$ cat src/rtl/mux_bus_ctrl.sv
module mux_bus_ctrl #(
  parameter int ADDR_W = 22,
  parameter int DATA_W = 16
) (
  input  logic                     clk,
  input  logic                     rst_n,
  input  logic                     req_valid,
  input  logic                     req_write,
  input  logic [ADDR_W-1:0]        req_addr,
  input  logic [DATA_W-1:0]        req_wdata,
  output logic                     req_ready,
  output logic                     done,
  output logic [DATA_W-1:0]        rdata,
  output logic [DATA_W-1:0]        ad_out,
  input  logic [DATA_W-1:0]        ad_in,
  output logic                     ad_oe,
  output logic [ADDR_W-DATA_W-1:0] a_hi,
  output logic                     ale,
  output logic                     rd_stb,
  output logic                     wr_stb,
  input  logic                     bus_ready
);
  localparam int HI_W = ADDR_W - DATA_W;

  typedef enum logic [2:0] {S_IDLE, S_ADR, S_DAT, S_WAIT, S_END} st_t;

  st_t               st;
  logic [ADDR_W-1:0] addr_q;
  logic [DATA_W-1:0] wdata_q;
  logic              write_q;
  logic              done_q;
  logic [DATA_W-1:0] rdata_q;
  logic              in_data;

  always_ff @(posedge clk or negedge rst_n) begin
    if (!rst_n) begin
      st      <= S_IDLE;
      addr_q  <= '0;
      wdata_q <= '0;
      write_q <= 1'b0;
      done_q  <= 1'b0;
      rdata_q <= '0;
    end else begin
      done_q <= 1'b0;
      case (st)
        S_IDLE: if (req_valid) begin
          addr_q  <= req_addr;
          wdata_q <= req_wdata;
          write_q <= req_write;
          st      <= S_ADR;
        end
        S_ADR:  st <= S_DAT;
        S_DAT,
        S_WAIT: st <= bus_ready ? S_END : S_WAIT;
        S_END: begin
          st     <= S_IDLE;
          done_q <= 1'b1;
          if (!write_q) rdata_q <= ad_in;
        end
        default: st <= S_IDLE;
      endcase
    end
  end

  assign in_data   = (st == S_DAT) || (st == S_WAIT) || (st == S_END);
  assign req_ready = (st == S_IDLE);
  assign ale       = (st == S_ADR);
  assign rd_stb    = in_data && !write_q;
  assign wr_stb    = in_data && write_q;
  assign ad_oe     = ale || wr_stb;
  assign ad_out    = ale ? addr_q[DATA_W-1:0] : wdata_q;
  assign a_hi      = addr_q[ADDR_W-1:DATA_W];
  assign done      = done_q;
  assign rdata     = rdata_q;


  idle_float_chk: assert property (@(posedge clk) disable iff (!rst_n)
    req_ready |-> !ad_oe);


  addr_drive_chk: assert property (@(posedge clk) disable iff (!rst_n)
    ale |-> ad_oe && !req_ready);


  addr_one_cycle_chk: assert property (@(posedge clk) disable iff (!rst_n)
    ale |=> !ale && (rd_stb || wr_stb));


  strobe_excl_chk: assert property (@(posedge clk) disable iff (!rst_n)
    $onehot0({ale, rd_stb, wr_stb}));


  wdata_hold_chk: assert property (@(posedge clk) disable iff (!rst_n)
    wr_stb && $past(wr_stb) |-> $stable(ad_out) && ad_oe);


  read_float_chk: assert property (@(posedge clk) disable iff (!rst_n)
    rd_stb |-> !ad_oe);


  done_after_chk: assert property (@(posedge clk) disable iff (!rst_n)
    done |-> $past(rd_stb || wr_stb) && !rd_stb && !wr_stb && req_ready);


  hi_addr_hold_chk: assert property (@(posedge clk) disable iff (!rst_n)
    (rd_stb || wr_stb) |-> $stable(a_hi));


  rdata_write_chk: assert property (@(posedge clk) disable iff (!rst_n)
    done && $past(wr_stb) |-> $stable(rdata));

  logic [HI_W-1:0] unused_hi;
  assign unused_hi = '0;
endmodule

$ cat config.mk
export PLATFORM = sky130hd
export DESIGN_NAME = mux_bus_ctrl
export DESIGN_NICKNAME = d
export VERILOG_FILES = /design/src/rtl/mux_bus_ctrl.sv
export SDC_FILE = /design/constraint.sdc
export NUM_CORES = 1
export LEC_CHECK = 0
export ABC_AREA = 0
export BUFFER_PORTS_ARGS = -buffer_cell sky130_fd_sc_hd__clkbuf_2
export CAP_MARGIN = 15
export CORE_MARGIN = 8
export CORE_UTILIZATION = 48
export CTS_CLUSTER_DIAMETER = 200
export DETAILED_ROUTE_END_ITERATION = 10
export MAX_ROUTING_LAYER = met4
export PLACE_DENSITY = 0.81
export SETUP_SLACK_MARGIN = 0.3
export SYNTH_ARGS = -nofsm -noshare
export SYNTH_HDL_FRONTEND = slang
export SYNTH_SLANG_ARGS = --single-unit
export TNS_END_PERCENT = 50
$ cat constraint.sdc
create_clock -name clk -period 2.1 [get_ports clk]
set_clock_uncertainty 0.2 [all_clocks]
set_input_delay 0.105 -clock clk [delete_from_list [all_inputs] [get_ports clk]]
set_output_delay 0.105 -clock clk [all_outputs]
set_load 0.02 [all_outputs]
==> run metrics <==
maximum clock frequency 490 MHz; Switch Pwr 2.41 mW; R2R Setup Slk 120 ps; nets 403; sequential share of the synthesized area 0.578; initial antenna violation count 2; Crit path required time 1790 ps; Worst setup EP type output pin; worst vdd ir 0.000846 V; unrepaired setup endpoints after global routing yes; total CTS buffers 9; outcome complete, no violations; core area 5140 sq um; Area growth syn-to-layout 65.8%; layout cell share with drive strength beyond 1 0.648; most frequent cells in the layout 99 x clkbuf_2, 59 x mux2_2, 58 x dlygate4sd3_1; Hold Path Class in2async; root buffer cell clkbuf_8; final WL 7.98 mm; arrival time at the worst endpoint 1730 ps; Fin. Hold Viols 0; Util after Layout 0.825; max-slew violations 0; starting density of the core 0.497; Syn Inst Count 163; Avg Inst Size Synth 15.7 sq um; IO buf count 102; Die Wd 89.0 um; DR iter-0 viols 78; clock share of power 0.175; WL per Instance 18.9 um; Post-DP HPWL 4.01 mm; # setup viols final 0; Synth Cell Area 2560 sq um; yosys warns 0; via count 2079; Period minus WS final 2040 ps; internal power 4.19 mW; normalized max-slew margin 0.505; Tcrit/Tclk final 0.971; Avg Vias per Cell 4.93; Yosys cell types 19; GR Util All Layers 0.205; Pwr Total 6.59 mW; Worst-Margin Slew 742 ps; Final ANT Viol Nets 0; largest net degree at the start of global routing 60; CP max FO 17; CTS H-tree lvls 3; Sw Ratio 0.365; number of max-cap violations 0; Row Count 26; Reg power frac 0.314; CTS tree done; # fillers 288; vias in the first global route 2386; startpoint types flop; commonest non-fill, non-tap cell in the layout clkbuf_2; Fin Hold WS 259 ps; TritonRoute pass-1 iters 4; crit path kind reg2out; P per Cell Area 1560 nW/um^2; Clock Latency Late Sink 320 ps; Die ar. 7920 sq um; FF+latch count, synth 59; I/O Pins 103; DRC violations left 0; global-route wire length before repair 11.8 mm; Inst Count DP 324; PnR worst setup slack 60.5 ps; Die H 89.0 um; combinational share of power 0.511; clk buf depth 2; placer's final routability congestion estimate 0.774; clock sink total 59; Reg clk slew, reported paths 70 ps; Post-Layout Cell Count 422; Placement Setup Slack 239 ps; Synth Net Count 222; total congestion overflow 0; cell leakage power 2.03 nW
==> flip-flops by register name, indices dropped and copies added (netlist names) <==
register and count:
addr_q 22, write_q 1, rdata 16, wdata_q 16
done 1, st 3
==> worst paths after layout <==
path / from / end / cells past startpoint
worst max-delay path: st[2] / ad_out[12] / 4
worst min-delay path: rst_n / st[0] / 3
worst max register to register: st[1] / wdata_q[14] / 6
worst min register to register: wdata_q[5] / wdata_q[5] / 1
max in group asynchronous: rst_n / st[1] / 3
min in group clk: wdata_q[5] / wdata_q[5] / 1
==> through the flow <==
step	setup TNS, ps	instance area (sq um)
2_1_floorplan	0	2560
3_3_place_gp	0	3090
3_5_place_dp	0	3090
4_1_cts	0	4080
5_1_grt	-0.341	4240
6_report	0	4240
==> worst max-delay path, cell delays in order (launching register included) <==
cell	delay (ps)
dfrtp_2	440
nor3b_4	230
buf_12	190
mux2_2	360
clkbuf_2	180
==> area by class of cell <==
type	count	area, sq um	share of cell area
timing repair buffer	185	1410	0.334
multi-input combinational	88	1020	0.241
clock buffer	11	151	0.0357
sequential	59	1480	0.349
tap	70	87.6	0.0207
antenna	3	7.51	0.00177
inverter	1	3.75	0.000885
clock inverter	5	75.1	0.0177
==> timing repair <==
item / CTS / global route
hold buffers: 58 / 0
hold endpoints to repair: 117 / 0
pin swaps: 1 / 2
gates cloned: 2 / 3
gates resized for setup: 11 / 21
setup buffers: 11 / 5
setup endpoints to repair: 60 / 74
==> synth_stat cells <==
cell       instances  share of area
mux2_2            71           0.31
o2bb2ai_1          1         0.0034
nor3_1             1         0.0020
clkbuf_2           1         0.0020
dfrtp_1           59           0.58
buf_6              4          0.018
nor2_1             2         0.0029
a21oi_1            2         0.0039
or2b_1             2         0.0059
or3b_2             2         0.0069
a21boi_0           1         0.0029
nor3b_1            1         0.0029
buf_2              3         0.0059
nor4b_4            2          0.019
nor3b_4            1         0.0073
mux2i_1            1         0.0039
inv_1              1         0.0015
nand2_1            1         0.0015
buf_4              7          0.021
==> power groups by stage <==
stage / Clock [mW] / Sequential [mW] / Combinational (mW)
4_1_cts: 1.18 / 2.03 / 3.04
3_5_place_dp: 0 / 2.09 / 2.60
5_1_grt: 1.23 / 2.14 / 3.54
3_3_place_gp: 0 / 2.05 / 2.54
6_report: 1.16 / 2.07 / 3.37
2_1_floorplan: 0 / 2.14 / 1.82
==> cells by family (layout without fill, tap and decap cells) <==
kind of cell	Yosys count	in the layout	share of synthesized area
mux	72	72	0.317
flops	59	59	0.578
buf+inv	16	202	0.0475
simple gates	12	12	0.0480
compound gates	4	4	0.0103
other cells	0	3	0
==> per-layer routing <==
layer	wire length (um)	track usage	vias up
met5	0	-	-
li1	-	-	945
met3	328	0.0460	20
met2	4340	0.366	78
met1	3110	0.209	1036
met4	210	0.0937	0
(Power assumes the default switching activity.)
